[src/rtl/sram_ctl_pkg.sv]
package sram_ctl_pkg;

  typedef enum logic [2:0] {
    ST_IDLE,
    ST_RD,
    ST_RTURN,
    ST_WSETUP,
    ST_WPULSE,
    ST_WHOLD
  } ctl_state_e;

  // ceiling division for nanosecond-to-cycle conversion
  function automatic int cdiv(input int num, input int den);
    return (num + den - 1) / den;
  endfunction

  function automatic int imax(input int a, input int b);
    return (a > b) ? a : b;
  endfunction

endpackage

[src/rtl/sram_ctl_timer.sv]
module sram_ctl_timer #(
  parameter int W = 4
) (
  input  logic         clk,
  input  logic         rst_n,
  input  logic         load_i,
  input  logic [W-1:0] val_i,
  output logic         zero_o
);

  logic [W-1:0] cnt_q, cnt_d;

  always_comb begin
    cnt_d = cnt_q;
    if (load_i)
      cnt_d = val_i;
    else if (cnt_q != '0)
      cnt_d = cnt_q - 1'b1;
  end

  always_ff @(posedge clk or negedge rst_n) begin
    if (!rst_n) cnt_q <= '0;
    else        cnt_q <= cnt_d;
  end

  assign zero_o = (cnt_q == '0);

endmodule

[src/rtl/sram_ctl_lanes.sv]
module sram_ctl_lanes #(
  parameter int LANES = 2
) (
  input  logic                 clk,
  input  logic                 rst_n,
  input  logic                 load_i,
  input  logic [LANES*8-1:0]   wdata_i,
  input  logic                 capture_i,
  input  logic [LANES-1:0]     lane_n_i,
  input  logic [LANES*8-1:0]   dq_i,
  output logic [LANES*8-1:0]   dq_o,
  output logic [LANES*8-1:0]   rdata_o
);

  for (genvar g = 0; g < LANES; g++) begin : g_lane
    logic [7:0] wq, rq;

    always_ff @(posedge clk or negedge rst_n) begin
      if (!rst_n)      wq <= '0;
      else if (load_i) wq <= wdata_i[g*8 +: 8];
    end

    always_ff @(posedge clk or negedge rst_n) begin
      if (!rst_n)         rq <= '0;
      else if (capture_i) rq <= lane_n_i[g] ? 8'h00 : dq_i[g*8 +: 8];
    end

    assign dq_o[g*8 +: 8]    = wq;
    assign rdata_o[g*8 +: 8] = rq;
  end

endmodule

[src/rtl/sram_ctl_seq.sv]
module sram_ctl_seq
  import sram_ctl_pkg::*;
#(
  parameter int LANES    = 2,
  parameter int CNT_W    = 4,
  parameter int RD_CYC   = 10,
  parameter int TURN_CYC = 5,
  parameter int WE_CYC   = 7
) (
  input  logic             clk,
  input  logic             rst_n,
  input  logic             req_i,
  input  logic             wr_i,
  input  logic [LANES-1:0] be_i,
  input  logic             tmr_zero_i,
  output logic             tmr_load_o,
  output logic [CNT_W-1:0] tmr_val_o,
  output logic             accept_o,
  output logic             capture_o,
  output logic             ce_n_o,
  output logic             oe_n_o,
  output logic             we_n_o,
  output logic [LANES-1:0] byte_n_o,
  output logic             dq_oe_o,
  output logic             rdy_o
);

  ctl_state_e       state_q, state_d;
  logic             ce_q, ce_d, oe_q, oe_d, we_q, we_d;
  logic [LANES-1:0] byte_q, byte_d;
  logic             dqoe_q, dqoe_d, rdy_q, rdy_d;

  always_comb begin
    state_d    = state_q;
    ce_d       = ce_q;
    oe_d       = oe_q;
    we_d       = we_q;
    byte_d     = byte_q;
    dqoe_d     = dqoe_q;
    rdy_d      = 1'b0;
    tmr_load_o = 1'b0;
    tmr_val_o  = '0;
    accept_o   = 1'b0;
    capture_o  = 1'b0;
    case (state_q)
      ST_IDLE: begin
        if (req_i && !rdy_q) begin
          if (be_i == '0) begin
            rdy_d = 1'b1;
          end else begin
            accept_o = 1'b1;
            ce_d     = 1'b0;
            byte_d   = ~be_i;
            if (wr_i) begin
              state_d = ST_WSETUP;
              dqoe_d  = 1'b1;
            end else begin
              state_d    = ST_RD;
              oe_d       = 1'b0;
              tmr_load_o = 1'b1;
              tmr_val_o  = CNT_W'(RD_CYC - 1);
            end
          end
        end
      end
      ST_RD: begin
        if (tmr_zero_i) begin
          capture_o  = 1'b1;
          rdy_d      = 1'b1;
          ce_d       = 1'b1;
          oe_d       = 1'b1;
          byte_d     = '1;
          state_d    = ST_RTURN;
          tmr_load_o = 1'b1;
          tmr_val_o  = CNT_W'(TURN_CYC - 1);
        end
      end
      ST_RTURN: begin
        if (tmr_zero_i) state_d = ST_IDLE;
      end
      ST_WSETUP: begin
        state_d    = ST_WPULSE;
        we_d       = 1'b0;
        tmr_load_o = 1'b1;
        tmr_val_o  = CNT_W'(WE_CYC - 1);
      end
      ST_WPULSE: begin
        if (tmr_zero_i) begin
          we_d    = 1'b1;
          state_d = ST_WHOLD;
        end
      end
      ST_WHOLD: begin
        state_d = ST_IDLE;
        ce_d    = 1'b1;
        byte_d  = '1;
        dqoe_d  = 1'b0;
        rdy_d   = 1'b1;
      end
      default: state_d = ST_IDLE;
    endcase
  end

  always_ff @(posedge clk or negedge rst_n) begin
    if (!rst_n) begin
      state_q <= ST_IDLE;
      ce_q    <= 1'b1;
      oe_q    <= 1'b1;
      we_q    <= 1'b1;
      byte_q  <= '1;
      dqoe_q  <= 1'b0;
      rdy_q   <= 1'b0;
    end else begin
      state_q <= state_d;
      ce_q    <= ce_d;
      oe_q    <= oe_d;
      we_q    <= we_d;
      byte_q  <= byte_d;
      dqoe_q  <= dqoe_d;
      rdy_q   <= rdy_d;
    end
  end

  assign ce_n_o   = ce_q;
  assign oe_n_o   = oe_q;
  assign we_n_o   = we_q;
  assign byte_n_o = byte_q;
  assign dq_oe_o  = dqoe_q;
  assign rdy_o    = rdy_q;

endmodule

[src/rtl/sram_ctl.sv]
module sram_ctl
  import sram_ctl_pkg::*;
#(
  parameter int ADDR_W   = 16,
  parameter int DATA_W   = 16,
  parameter int CLK_NS   = 8,
  parameter int T_ACC_NS = 70,
  parameter int T_HZ_NS  = 35,
  parameter int T_WP_NS  = 55
) (
  input  logic                 clk,
  input  logic                 rst_n,
  input  logic                 host_req,
  input  logic                 host_wr,
  input  logic [ADDR_W-1:0]    host_addr,
  input  logic [DATA_W-1:0]    host_wdata,
  input  logic [DATA_W/8-1:0]  host_be,
  output logic                 host_rdy,
  output logic [DATA_W-1:0]    host_rdata,
  output logic [ADDR_W-1:0]    mem_addr,
  output logic                 mem_ce_n,
  output logic                 mem_oe_n,
  output logic                 mem_we_n,
  output logic [DATA_W/8-1:0]  mem_byte_n,
  output logic [DATA_W-1:0]    mem_dq_o,
  output logic                 mem_dq_oe,
  input  logic [DATA_W-1:0]    mem_dq_i
);

  localparam int LANES    = DATA_W / 8;
  localparam int RD_CYC   = cdiv(T_ACC_NS, CLK_NS) + 1;
  localparam int TURN_CYC = imax(1, cdiv(T_HZ_NS, CLK_NS));
  localparam int WE_CYC   = imax(1, cdiv(T_WP_NS, CLK_NS));
  localparam int MAX_CYC  = imax(RD_CYC, imax(TURN_CYC, WE_CYC));
  localparam int CNT_W    = $clog2(MAX_CYC + 1);

  // asynchronous assertion, synchronous release
  logic [1:0] rst_sync_q;
  logic       rst_sync_n;

  always_ff @(posedge clk or negedge rst_n) begin
    if (!rst_n) rst_sync_q <= '0;
    else        rst_sync_q <= {rst_sync_q[0], 1'b1};
  end
  assign rst_sync_n = rst_sync_q[1];

  logic             tmr_load, tmr_zero, accept, capture;
  logic [CNT_W-1:0] tmr_val;

  sram_ctl_timer #(.W(CNT_W)) u_timer (
    .clk    (clk),
    .rst_n  (rst_sync_n),
    .load_i (tmr_load),
    .val_i  (tmr_val),
    .zero_o (tmr_zero)
  );

  sram_ctl_seq #(
    .LANES    (LANES),
    .CNT_W    (CNT_W),
    .RD_CYC   (RD_CYC),
    .TURN_CYC (TURN_CYC),
    .WE_CYC   (WE_CYC)
  ) u_seq (
    .clk        (clk),
    .rst_n      (rst_sync_n),
    .req_i      (host_req),
    .wr_i       (host_wr),
    .be_i       (host_be),
    .tmr_zero_i (tmr_zero),
    .tmr_load_o (tmr_load),
    .tmr_val_o  (tmr_val),
    .accept_o   (accept),
    .capture_o  (capture),
    .ce_n_o     (mem_ce_n),
    .oe_n_o     (mem_oe_n),
    .we_n_o     (mem_we_n),
    .byte_n_o   (mem_byte_n),
    .dq_oe_o    (mem_dq_oe),
    .rdy_o      (host_rdy)
  );

  sram_ctl_lanes #(.LANES(LANES)) u_lanes (
    .clk       (clk),
    .rst_n     (rst_sync_n),
    .load_i    (accept),
    .wdata_i   (host_wdata),
    .capture_i (capture),
    .lane_n_i  (mem_byte_n),
    .dq_i      (mem_dq_i),
    .dq_o      (mem_dq_o),
    .rdata_o   (host_rdata)
  );

  always_ff @(posedge clk or negedge rst_sync_n) begin
    if (!rst_sync_n)  mem_addr <= '0;
    else if (accept)  mem_addr <= host_addr;
  end

endmodule

[config.mk]
export PLATFORM = sky130hd
export DESIGN_NAME = sram_ctl
export DESIGN_NICKNAME = d
export VERILOG_FILES = /design/src/rtl/sram_ctl_pkg.sv /design/src/rtl/sram_ctl_timer.sv /design/src/rtl/sram_ctl_lanes.sv /design/src/rtl/sram_ctl_seq.sv /design/src/rtl/sram_ctl.sv
export SDC_FILE = /design/constraint.sdc
export NUM_CORES = 1
export LEC_CHECK = 0
export BUFFER_PORTS_ARGS = -buffer_cell sky130_fd_sc_hd__buf_2
export CORE_AREA = 4 4 80 82
export CTS_CLUSTER_SIZE = 10
export DETAILED_ROUTE_END_ITERATION = 10
export DIE_AREA = 0 0 84 86
export PLACE_DENSITY = 0.86
export SLEW_MARGIN = 20
export SYNTH_ARGS = -nofsm -noshare
export SYNTH_HDL_FRONTEND = slang
export SYNTH_SLANG_ARGS = --single-unit
[constraint.sdc]
create_clock -name clk -period 3.45 [get_ports clk]
set_input_delay 0.345 -clock clk [delete_from_list [all_inputs] [get_ports clk]]
set_output_delay 0.345 -clock clk [all_outputs]
set_load 0.1 [all_outputs]
# Word level (Yosys, flattened, before mapping)
# Cells that the tools add are included.
[totals]
register_bits = 64
latchBits = 0
ram_bits = 0
mem_bits_ro = 0
input_bits = 54
output_inout_bits = 55
elab_cells = 89
mem_count = 0
[op_classes]
addsub = 1
multipliers = 0
n_div = 0
order_cmp = 0
n_eq_ne = 12
shifts = 0
muxes = 45
bitwise_logic = 1
reduce_logical = 16
[op_table]
columns = ["operator", "count"]
rows = [
  ["$mux W4", 5],
  ["$mux W1", 19],
  ["$mux W3", 6],
  ["$mux W8", 2],
  ["$pmux W3 S5", 1],
  ["$ne A2 B2 Y1 const B", 6],
  ["$pmux W4 S3", 1],
  ["$reduce_and A5 Y1", 2],
  ["$pmux W1 S3", 3],
  ["$mux W2", 4],
  ["$reduce_and A4 Y1", 2],
  ["$reduce_bool A2 Y1", 4],
  ["$eq A3 B2 Y1 const B", 2],
  ["$eq A3 B3 Y1 const B", 2],
  ["$pmux W1 S2", 3],
  ["$pmux W2 S3", 1],
  ["$logic_not A4 Y1", 1],
  ["$reduce_bool A4 Y1", 1],
  ["$sub A4 B1 Y4 const B", 1],
  ["$eq A3 B1 Y1 const B", 1],
  ["$logic_not A3 Y1", 1],
  ["$reduce_bool A3 Y1", 1],
  ["$logic_not A2 Y1", 1],
  ["$ne A2 B1 Y1 const B", 1],
  ["4 further kinds", 4],
]

# Logic depth before layout (Yosys ltp)
[logic_depth]
word_depth = 5
mapped_depth = 6
depth_no_buf = 5

# Modules after synthesis
# Synthesis repeated with hierarchy kept, for this count alone.
[unflattened]
cells_unflattened = 212
hier_area_um2 = 2812.7
[modules_own_cells]
columns = ["module", "instances", "cells_per_inst", "area_each_um2"]
rows = [
  ["sram_ctl_lanes", 1, 101, 1323.8],
  ["sram_ctl", 1, 37, 703.2],
  ["sram_ctl_seq", 1, 52, 551.8],
  ["sram_ctl_timer", 1, 22, 234.0],
]

# Least setup slack after synthesis
# Ideal clock, no wire load.
[synth_timing]
kind = "reg2reg"
start = "reg u_seq.rdy_q, in the netlist u_seq.rdy_o"
end = "reg mem_addr[10]"
setup_ns = 0.126
arrival_ns = 2.013
required_time_ns = 3.324
setup_slack_ns = 1.310
path_stages_with_launch = 5
path_buffers = 1
path_cell_list = "dfrtp_1 nand2b_1 nor4_4 buf_6 mux2_4"
[synth_between]
elab_chain_len = 4
[synth_lines]
columns = ["element", "line_no", "source"]
rows = [
  ["start: declaration", "sram_ctl_seq.sv:31", "logic dqoe_q, dqoe_d, rdy_q, rdy_d;"],
  ["start signal: assignment", "sram_ctl_seq.sv:120", "rdy_q <= rdy_d;"],
  ["$logic_not A1 Y1", "sram_ctl_seq.sv:47", "if (req_i && !rdy_q) begin"],
  ["$logic_and A1 B1 Y1", "sram_ctl_seq.sv:47", ""],
  ["$mux W1", "sram_ctl_seq.sv:47", ""],
  ["$mux W1", "sram_ctl_seq.sv:45", "case (state_q)"],
  ["end signal: assignment", "sram_ctl.sv:97", "else if (accept) mem_addr <= host_addr;"],
  ["end: declaration", "sram_ctl.sv:20", "output logic [ADDR_W-1:0] mem_addr,"],
]
# No other way between the ends.
# A chain may end at the register's enable or synchronous reset.

# Worst setup path after layout
[layout_timing]
start = "reg u_seq.state_q[0]"
end = "reg mem_addr[15]"
[layout_between]
elab_chain_len = 2
[layout_lines]
columns = ["element", "line_no", "source"]
rows = [
  ["start: declaration", "sram_ctl_seq.sv:28", "ctl_state_e state_q, state_d;"],
  ["start signal: assignment", "sram_ctl_seq.sv:114", "state_q <= state_d;"],
  ["$logic_not A3 Y1", "sram_ctl_seq.sv:45", ""],
  ["$mux W1", "sram_ctl_seq.sv:45", ""],
]
# No other way between the ends.

==> key figures <==
STA
  • Max Slew Vio Count: 0
  • Crit path time final: 2.21 ns
  • Max-slew headroom: 50.9%
  • Skew final: 0.00930 ns
  • Maximum clock rate: 453 MHz
  • RSZ-0062 raised after global routing: false
  • Final setup vio count: 0
  • Worst hold slack: 0.234 ns
  • Setup ws final: 1.24 ns
  • Post-route clock period utilization: 63.9%
  • Slew @ Worst Pin: 0.730 ns
  • Final Hold Fails: 0
  • Final TNS setup: 0 ns

Setup path
  • Buf+Inv Stages, Crit Path: 1
  • Critical Path RT: 3.67 ns
  • CP Capture Type: register
  • Startpoint type of the worst setup path: register
  • WS Path Type: reg -> reg
  • Crit path max fanout: 26
  • Family with the most delay on the worst path: simple AND/OR/NAND/NOR gates
  • Arr. time, crit path: 2.43 ns
  • Crit path cell chain: or2_1, nor4_4, buf_12, mux2_2
  • Slowest CP cell: nor4_4
  • Critical path's largest stage delay: 0.57 ns
  • R2R setup slack: 1.24 ns

Clock network
  • Cts hold-fix bufs: 1
  • Worst-path clk slew: 0.07 ns
  • Post-cts sizing count: 0
  • TritonCTS clock tree: built
  • TritonCTS Buffers: 9
  • # clock sinks: 64
  • Worst skew pair latency: 0.33 ns
  • Postcts setup bufs: 0
  • Clock root buffer: clkbuf_8
  • Clock buffer depth: 2
  • CTS H-tree depth: 3

Global routing
  • Initial antenna violation count: 0
  • Overflow after GRT: 0
  • All-Layer GR Usage: 18.4%
  • Vias in the first global route: 2075
  • First-pass GRT wire length: 10.4 mm
  • Largest net degree at the start of global routing: 34

Yosys
  • Largest cells by area after synthesis: dfrtp_1 (50%), mux2_4 (20%), dfstp_2 (4.5%), nor2b_1 (3.8%), mux2_2 (3.1%)
  • Syn. warnings: 0
  • Count of cell types in the netlist: 39
  • Cells after Synth: 209
  • Yosys top cell by area: dfrtp_1
  • Main flop type after synthesis: dfrtp_1
  • Synth top area share: 50.4%
  • Sequential cell area fraction in the yosys report: 54.9%
  • Synth Cell Area: 0.00293 mm^2
  • Post-synth EDFFs: 0
  • Mapped Nets: 264
  • Synth async-reset ratio: 100%
  • Top-count cell post-synth: dfrtp_1
  • Register bit total from synthesis: 64
  • Synth Area per Inst: 14.0 um^2
  • Synth top cells by count: dfrtp_1 (59), mux2_4 (40), nor2b_1 (18)

Status
  • Outcome: finished, final reports clean

Floorplan
  • Io pins: 109
  • Initial Util: 51.0%
  • Die Y: 86 um
  • Die Wd: 84 um
  • Die area: 0.00722 mm^2
  • Placeable Area: 0.00575 mm^2
  • Site Rows: 28

Final layout
  • Layout cell share with drive strength beyond 1: 56.6%
  • Number of standard cells in the final layout excluding fillers: 402
  • # fillers: 452
  • Area grow syn2layout: 27.1%
  • Antenna cell count: 0
  • Fin nets: 377

Routing
  • Highest metal used: met4
  • First-pass DRT Iterations: 4
  • Vias: 2065
  • Routed Antenna Nets: 0
  • Post-Route WL: 6.32 mm
  • Met2 WL post-DR: 3.15 mm
  • Via/cell ratio: 5.14
  • M1 wire length: 2.67 mm
  • Drc violations: 0
  • WL met3: 428 um
  • Initial drt markers: 96
  • Routed WL per cell: 15.7 um

Placement
  • DP HPWL: 4.71 mm
  • # port buffers: 108
  • Pre-CTS WS: 1.24 ns
  • Post-Place Cells: 385
  • Final Wtd Congestion: 0.860

Flow run
  • Max-cap violation count: 0

Min path
  • Hold crit path type: in -> reg
cell usage in the layout, fill, tap and decap left out, types with 2 or more instances in the layout:
cell        count
a21oi_1         5
a31oi_1         3
buf_2         108
clkbuf_8       12
clkinvlp_4      3
dfrtp_1        58
dfstp_2         5
inv_1           8
mux2_2          8
mux2_4         40
mux2i_1         2
nand2_1         6
nand2b_1        2
nand3_1         2
nand4_1         2
nor2_1          9
nor2b_1        18
nor3_1          2
o21ai_0         8
or2_1           2
cell families after synthesis:
family | Yosys count | share of synthesized area (%)
simple gates | 49 | 10.5
other cells | 1 | 0.128
flops | 64 | 54.9
mux | 50 | 24.3
buf+inv | 17 | 3.50
fa+ha+maj | 1 | 0.427
xor+xnor | 1 | 0.299
compound gates | 26 | 5.98
final cells by class:
cell class | instances | area (um^2) | area share, %
Inverter | 8 | 30.0 | 0.806
Timing Repair Buffer | 111 | 578 | 15.5
Clock inverter | 4 | 27.5 | 0.739
Multi-Input combinational cell | 128 | 1220 | 32.8
Tap cell | 75 | 93.8 | 2.52
Sequential cell | 64 | 1610 | 43.2
Clock buffer | 12 | 165 | 4.44
layer usage:
layer | vias up | GRT usage, %
li1 | 957 | -
met3 | 10 | 5.86
met4 | 0 | 5.99
met1 | 1025 | 23.1
met2 | 73 | 30.4
met5 | - | 0
registers in the layout, summed over array words and instances, names as in the netlist:
| register | cells |
|---|---|
| u_lanes.g_lane.wq | 16 |
| u_seq.we_n_o | 1 |
| mem_addr | 16 |
| u_seq.rdy_o | 1 |
| u_seq.ce_n_o | 1 |
| u_seq.byte_n_o | 2 |
| u_seq.state_q | 3 |
| u_timer.cnt_q | 4 |
| u_lanes.g_lane.rq | 16 |
| rst_sync_q | 2 |
| u_seq.dq_oe_o | 1 |
| u_seq.oe_n_o | 1 |
through the flow:
| step | utilization [%] | area, um^2 |
|---|---|---|
| 2_1_floorplan | - | 2930 |
| 3_3_place_gp | 61.3 | 3520 |
| 3_5_place_dp | 61.3 | 3520 |
| 4_1_cts | 64.8 | 3720 |
| 5_1_grt | 64.8 | 3720 |
| 6_report | 64.8 | 3720 |
path summary, 6_finish.rpt:
| check | to | startpoint | cells after the start |
|---|---|---|---|
| setup / recovery | mem_addr[15]$_DFFE_PN0P_ | u_seq.state_q[0]$_DFFE_PN0P_ | 4 |
| hold / removal | u_lanes.g_lane[1].wq[5]$_DFFE_PN0P_ | host_wdata[13] | 2 |
| setup reg to reg | mem_addr[15]$_DFFE_PN0P_ | u_seq.state_q[0]$_DFFE_PN0P_ | 4 |
| hold reg to reg | u_timer.cnt_q[3]$_DFFE_PN0P_ | rst_sync_q[1]$_DFF_PN0_ | 0 |
| max in group asynchronous | mem_addr[6]$_DFFE_PN0P_ | rst_sync_q[1]$_DFF_PN0_ | 1 |
| min in group asynchronous | u_timer.cnt_q[3]$_DFFE_PN0P_ | rst_sync_q[1]$_DFF_PN0_ | 0 |
Power is not shown: default switching activity piles up to over one toggle a cycle in this logic, so the estimate is an artifact.
